[src/rtl/lru_age_pkg.sv]
`timescale 1ns/1ps
package lru_age_pkg;
  // Width of a way index / age counter; at least one bit.
  function automatic int idx_width(input int ways);
    return (ways <= 2) ? 1 : $clog2(ways);
  endfunction
endpackage

[src/rtl/lru_age_cell.sv]
`timescale 1ns/1ps
module lru_age_cell #(
  parameter int unsigned AGE_W = 2,
  parameter logic [AGE_W-1:0] RESET_AGE = '0
) (
  input  logic             clk_i,
  input  logic             rst_ni,
  input  logic             touch_i,
  input  logic             sel_i,
  input  logic [AGE_W-1:0] ref_age_i,
  output logic [AGE_W-1:0] age_o
);
  localparam logic [AGE_W-1:0] AGE_MAX = '1;
  localparam logic [AGE_W-1:0] AGE_ONE = AGE_W'(1);

  logic [AGE_W-1:0] age_q, age_d;
  logic             age_en;

  always_comb begin
    age_en = touch_i;
    age_d  = age_q;
    if (sel_i) begin
      age_d = AGE_MAX;
    end else if (age_q > ref_age_i) begin
      age_d = age_q - AGE_ONE;
    end
  end

  always_ff @(posedge clk_i or negedge rst_ni) begin
    if (!rst_ni) begin
      age_q <= RESET_AGE;
    end else if (age_en) begin
      age_q <= age_d;
    end
  end

  assign age_o = age_q;

  p_touch_max_r2: assert property (@(posedge clk_i) disable iff (!rst_ni)
    touch_i && sel_i |=> age_o == AGE_MAX);
  p_dec_above_r3: assert property (@(posedge clk_i) disable iff (!rst_ni)
    touch_i && !sel_i && (age_o > ref_age_i) |=> age_o == $past(age_o) - AGE_ONE);
  p_keep_below_r4: assert property (@(posedge clk_i) disable iff (!rst_ni)
    touch_i && !sel_i && (age_o < ref_age_i) |=> $stable(age_o));
  p_mru_stable_r5: assert property (@(posedge clk_i) disable iff (!rst_ni)
    touch_i && (ref_age_i == AGE_MAX) |=> $stable(age_o));
  p_idle_hold_r6: assert property (@(posedge clk_i) disable iff (!rst_ni)
    !touch_i |=> $stable(age_o));
endmodule

[src/rtl/lru_victim_pick.sv]
`timescale 1ns/1ps
module lru_victim_pick #(
  parameter int unsigned WAYS  = 4,
  parameter int unsigned IDX_W = 2
) (
  input  logic [IDX_W-1:0] ages_i [WAYS],
  output logic [IDX_W-1:0] victim_o
);
  // Exactly one counter is zero, so an OR of the matching indices suffices.
  always_comb begin
    victim_o = '0;
    for (int j = 0; j < WAYS; j++) begin
      if (ages_i[j] == '0) victim_o = victim_o | IDX_W'(j);
    end
  end
endmodule

[src/rtl/lru_age_tracker.sv]
`timescale 1ns/1ps
module lru_age_tracker #(
  parameter int unsigned WAYS = 4,
  localparam int unsigned IDX_W = lru_age_pkg::idx_width(WAYS)
) (
  input  logic                  clk_i,
  input  logic                  rst_ni,
  input  logic                  touch_i,
  input  logic [IDX_W-1:0]      touch_way_i,
  output logic [IDX_W-1:0]      victim_way_o,
  output logic [WAYS*IDX_W-1:0] ages_o
);
  logic [IDX_W-1:0] ages [WAYS];
  logic [IDX_W-1:0] ref_age;

  // Previous age of the accessed way (the X of the update rule).
  assign ref_age = ages[touch_way_i];

  for (genvar j = 0; j < WAYS; j++) begin : g_way
    lru_age_cell #(
      .AGE_W     (IDX_W),
      .RESET_AGE (IDX_W'(j))
    ) u_cell (
      .clk_i     (clk_i),
      .rst_ni    (rst_ni),
      .touch_i   (touch_i),
      .sel_i     (touch_way_i == IDX_W'(j)),
      .ref_age_i (ref_age),
      .age_o     (ages[j])
    );
    assign ages_o[j*IDX_W +: IDX_W] = ages[j];
  end

  lru_victim_pick #(
    .WAYS  (WAYS),
    .IDX_W (IDX_W)
  ) u_pick (
    .ages_i   (ages),
    .victim_o (victim_way_o)
  );

  p_victim_zero_r7: assert property (@(posedge clk_i) disable iff (!rst_ni)
    ages[victim_way_o] == '0);

  // Each age value is held by exactly one way.
  logic [WAYS-1:0] val_hit [WAYS];
  always_comb begin
    for (int v = 0; v < WAYS; v++) begin
      for (int j = 0; j < WAYS; j++) begin
        val_hit[v][j] = (ages[j] == IDX_W'(v));
      end
    end
  end

  for (genvar v = 0; v < WAYS; v++) begin : g_perm
    p_perm_r8: assert property (@(posedge clk_i) disable iff (!rst_ni)
      $countones(val_hit[v]) == 1);
  end
endmodule

[config.mk]
export PLATFORM = sky130hd
export DESIGN_NAME = lru_age_tracker
export DESIGN_NICKNAME = d
export VERILOG_FILES = /design/src/rtl/lru_age_pkg.sv /design/src/rtl/lru_age_cell.sv /design/src/rtl/lru_victim_pick.sv /design/src/rtl/lru_age_tracker.sv
export SDC_FILE = /design/constraint.sdc
export NUM_CORES = 1
export LEC_CHECK = 0
export ABC_AREA = 1
export BUFFER_PORTS_ARGS = -buffer_cell sky130_fd_sc_hd__buf_2
export CAP_MARGIN = 20
export CELL_PAD_IN_SITES_DETAIL_PLACEMENT = 1
export CELL_PAD_IN_SITES_GLOBAL_PLACEMENT = 1
export CORE_UTILIZATION = 37
export CTS_CLUSTER_DIAMETER = 40
export DETAILED_ROUTE_END_ITERATION = 12
export GPL_ROUTABILITY_DRIVEN = 0
export HOLD_SLACK_MARGIN = 0.06
export PLACE_DENSITY_LB_ADDON = 0.1
export RECOVER_POWER = 50
export SLEW_MARGIN = 20
export SYNTH_ARGS = -nofsm -noshare
export SYNTH_HDL_FRONTEND = slang
export SYNTH_SLANG_ARGS = --single-unit
[constraint.sdc]
create_clock -name clk_i -period 2.22 [get_ports clk_i]
set_clock_uncertainty 0.05 [all_clocks]
set_input_delay 0.111 -clock clk_i [delete_from_list [all_inputs] [get_ports clk_i]]
set_output_delay 0.111 -clock clk_i [all_outputs]
set_load 0.02 [all_outputs]
# Word-level counts from Yosys, hierarchy flattened

Index checks and enable logic that the tools add are counted.

Bitwise operators: 1
$add $sub $neg: 4
Eq/ne operators: 3
Mux-type cells: 14
Order comparisons: 5
Reduce and logical (&&, ||, !) cells: 12

Operators by type and width:

| kind                | count |
|---|---|
| $mux 2              | 12 |
| $gt 2x2->1          | 4 |
| $logic_not 2->1     | 4 |
| $reduce_and 2->1    | 4 |
| $reduce_bool 2->1   | 4 |
| $sub 2x1->2 const B | 4 |
| $bmux 2 s2          | 1 |
| $eq 2x2->1 const B  | 2 |
| $ge 3x3->1 const B  | 1 |
| $not 2->3           | 1 |
| $eq 2x1->1 const B  | 1 |
| $mux 1              | 1 |

Word-level logic and storage cells: 43
Bits in registers: 8
Output and inout bits: 10
Input port bits: 5

# Longest topological paths before layout

Depth after elaboration: 7
Depth in mapped cells: 12
Mapped depth without buffers: 12

# Hierarchy

A second synthesis with hierarchy kept.

Cell total of the unflattened synthesis: 133
Area, all modules: 792.0 µm²

Modules (own cells, without submodules):

| module                              | cells each | sequential area each (µm²) | area each (µm²) | times used |
|---|---|---|---|---|
| lru_age_cell at g_way[1].u_cell ... | 24         | 51.3                       | 161.4           | 2 |
| lru_age_cell at g_way[3].u_cell     | 24         | 52.6                       | 162.7           | 1 |
| lru_age_cell at g_way[0].u_cell     | 24         | 50.0                       | 160.2           | 1 |
| lru_age_tracker                     | 26         | 0.0                        | 105.1           | 1 |
| lru_victim_pick                     | 11         | 0.0                        | 41.3            | 1 |

# Least setup slack after synthesis

No wires, ideal clock.

Path kind: flip-flop to flip-flop
From: reg g_way[3].u_cell.age_q[0]
To: reg g_way[0].u_cell.age_q[0]
Slack: 0.424 ns
Buffers on the path: 0
Clock period less this slack: 1.796 ns
Data required time: 2.052 ns
Library setup time: 0.118 ns
Data arrival time: 1.628 ns
Cell stages (with the launch flop): 10
Cell sequence: dfstp_2 > inv_1 > o2111ai_1 > ha_1 > nand2_1 > nand2_4 > nand2_2 > nand2_2 > nand2_1 > nand2_1

Word-level cells in the longest chain between the ends: 6

RTL lines:

| element                                   | line                  | text |
|---|---|---|
| start, declared                           | lru_age_cell.sv:16    | `logic [AGE_W-1:0] age_q, age_d;` |
| start signal, assigned                    | lru_age_cell.sv:33    | `age_q <= age_d;` |
| $bmux 2 s2                                | lru_age_tracker.sv:17 | `assign ref_age = ages[touch_way_i];` |
| $mux 2 (not written as such) (2 in a row) | lru_age_tracker.sv:17 |  |
| $gt 2x2->1                                | lru_age_cell.sv:24    | `end else if (age_q > ref_age_i) begin` |
| $reduce_bool 2->1 (no line)               | -                     |  |
| $reduce_and 2->1 (no line)                | -                     |  |
| end signal, assigned                      | lru_age_cell.sv:33    |  |
| end, declared                             | lru_age_cell.sv:16    |  |

Every way passes these cells. The select of a mux whose other input is x is not followed.
A chain may end at the register's enable or synchronous reset.

# Worst setup path in the final report

Ends and elaborated chain as after synthesis.

==> flow_metrics.py <==
metrics = {
    "synth": {
        "synth_nets": 125,
        "syn_inst": 109,
        "synth_cell_types": 14,
        "ys_seq_area_share_pct": 27.6,
        "syn_area_sq_um": 744,
        "synth_top_area_share_pct": 21.7,
        "yosys.area.top_type": "nand2_1",
        "ys_seq_elements": 8,
        "syn_area_per_cell_sq_um": 6.83,
        "synth_area_leaders": "nand2_1 22%, ha_1 18%, dfstp_2 14%",
        "ys_warn_count": 0,
    },
    "status": {
        "status": "complete, no violations",
    },
    "drt": {
        "routedWlPerCell_um": 11.9,
        "drcViolationCount": 0,
        "drt_iter0_markers": 3,
        "via_per_inst": 4.75,
        "wirelength_um": 1810,
        "ant_nets": 0,
        "vias": 722,
        "first_pass_iters": 2,
    },
    "min_path": {
        "hold_class": "in2reg",
    },
    "die": {
        "dieArea_sq_um": 2200,
        "die_x_um": 46.9,
        "core_sq_um": 1800,
        "initial_core_util_pct": 41.3,
        "fp.dieH_um": 46.9,
        "core.rowCount": 15,
        "ios": 15,
    },
    "timing": {
        "holdWs_ns": 0.133,
        "finalWorstSetupSlack_ns": 0.305,
        "rsz0062_at_grt": "false",
        "relSlewSlack_pct": 68.2,
        "period_needed_ns": 1.91,
        "fmax_mhz": 522,
        "setup-tns-final_ns": 0,
        "setup_viol": 0,
        "post-route-period-util_pct": 86.2,
        "hold_viol_final": 0,
        "worst_pin_slew_ns": 0.477,
        "finalMaxSlewViolations": 0,
    },
    "power_and_ir_drop": {
        "totalPowerFinal_mw": 1.52,
        "ir_worst_vdd_mv": 0.600,
        "p_int_uw": 705,
        "p_leak_nw": 0.498,
        "clockPowerShare_pct": 8.6,
        "seqPwrFrac_pct": 22.7,
        "power.density_nw_per_um2": 1760,
        "p_sw_uw": 819,
        "p_comb_share_pct": 68.7,
        "swShare_pct": 53.7,
    },
    "critical_path": {
        "startpoint_type": "flop",
        "critical_path_required_ns": 2.33,
        "cp_slowest_cell": "dfstp_2",
        "critPathMaxStageDelay_ns": 0.55,
        "worstSetupEndpointType": "flop",
        "cp.buffers_inverters": 1,
        "crit_family": "flip-flops",
        "path_cells": "inv_1 -> o2111ai_1 -> ha_1 -> nand2_1 -> nand2_4 -> nand2_2 -> nand2_2 -> nand2_1 -> nand2_1",
        "worstPathMaxFanout": 4,
        "crit_type": "reg2reg",
        "cpMostUsedCell": "nand2_1",
        "arrival_ns": 2.02,
    },
    "cts": {
        "clock_sinks": 8,
        "clockBufferDepth": 2,
        "cts_setup_buffers": 0,
        "cts_hold_buf": 1,
        "clock_latency_ns": 0.26,
        "cts_tree": "done",
        "htree_levels": 1,
        "cts_resized": 0,
        "clk_pin_slew_worst_paths_ns": 0.06,
        "cts_made_buffers": 3,
        "cts-root-buf": "clkbuf_4",
    },
    "flow_run": {
        "drv_cap": 0,
    },
    "finish": {
        "nNetsFinal": 144,
        "largest_reg_flops": 8,
        "n_antenna_cell": 0,
        "final_common_cell": "nand2_1",
        "finish.utilization_pct": 48.1,
        "final_cell_mix": "43 x nand2_1, 12 x inv_1, 12 x nand3_1",
        "drive_above_1_share_pct": 24.4,
        "synthToLayoutAreaGrowth_pct": 16.5,
        "num-fill-cells": 252,
    },
    "grt": {
        "antenna_found_initial": 0,
        "grt_pass1_vias": 715,
        "track_usage_pct": 19.6,
        "grt_pass1_wl_um": 2950,
        "grt_max_degree": 13,
        "overflow": 0,
    },
    "placed_design": {
        "post-place-ws_ns": 0.318,
        "port_buffers": 14,
        "hpwlAfterDp_um": 1450,
    },
}
-- worst min-delay path, delay by kind of cell --
kind                   cells  cell delay [ns]
and+or+nand+nor            2             0.15
buffers and inverters      1             0.18
-- stage by stage --
step	instances	cell area, sq um
final	152	867
after global routing	152	867
after CTS	152	875
after detailed placement	147	838
after global placement	147	838
after floorplan	109	744
-- power by group through the flow --
stage / registers [mW] / clock network (mW) / logic (mW)
2_1_floorplan: 0.425 / 0 / 0.707
3_3_place_gp: 0.345 / 0 / 1.02
3_5_place_dp: 0.349 / 0 / 1.07
4_1_cts: 0.348 / 0.134 / 1.08
5_1_grt: 0.362 / 0.139 / 1.22
6_report: 0.346 / 0.131 / 1.05
-- cell usage after synthesis (all sizes together) --
cell type	instances
dfstp	4
inv	18
ha	11
buf	1
or2	2
nand2	53
o22ai	2
dfrtp	4
nand3	12
o2111ai	1
nor2	1
-- cells by family (layout without fill, tap and decap cells) --
logic type | count (synthesis) | count (layout) | synth area share, %
and+or+nand+nor | 68 | 68 | 41.0
buffers and inverters | 19 | 37 | 10.1
DFF | 8 | 8 | 27.6
adders and majority gates | 11 | 11 | 18.5
AOI/OAI and AO/OA | 3 | 3 | 2.86
-- worst paths after layout --
check                           slack [ns]                                    to                                 start  depth (start not counted)
worst max register to register        0.31  g_way[0].u_cell.age_o[0]$_DFFE_PN0P_  g_way[3].u_cell.age_o[0]$_DFFE_PN1P_                          9
max in group asynchronous             1.50  g_way[2].u_cell.age_o[1]$_DFFE_PN1P_                                rst_ni                          2
worst min-delay path                  0.13  g_way[2].u_cell.age_o[1]$_DFFE_PN1P_                               touch_i                          3
worst max-delay path                  0.31  g_way[0].u_cell.age_o[0]$_DFFE_PN0P_  g_way[3].u_cell.age_o[0]$_DFFE_PN1P_                          9
worst min register to register        0.43  g_way[2].u_cell.age_o[1]$_DFFE_PN1P_  g_way[2].u_cell.age_o[1]$_DFFE_PN1P_                          2
min in group asynchronous             0.27  g_way[1].u_cell.age_o[1]$_DFFE_PN0P_                                rst_ni                          2
-- routing by layer --
metal | up-vias | track usage, % | routed length [um]
li1 | 376 | - | -
met1 | 331 | 23.9 | 776
met2 | 13 | 33.1 | 951
met3 | 2 | 5.77 | 69
met4 | 0 | 6.29 | 11
met5 | - | 0 | 0
-- final cells by class --
type / count / area (sq um) / share of cell area (%)
Inverter: 18 / 67.6 / 7.79
Clock buffer: 4 / 26.3 / 3.03
Multi-Input combinational cell: 82 / 464 / 53.5
Sequential cell: 8 / 205 / 23.7
Tap cell: 25 / 31.3 / 3.61
Timing Repair Buffer: 15 / 72.6 / 8.37
Power figures use the tool's default switching activity.
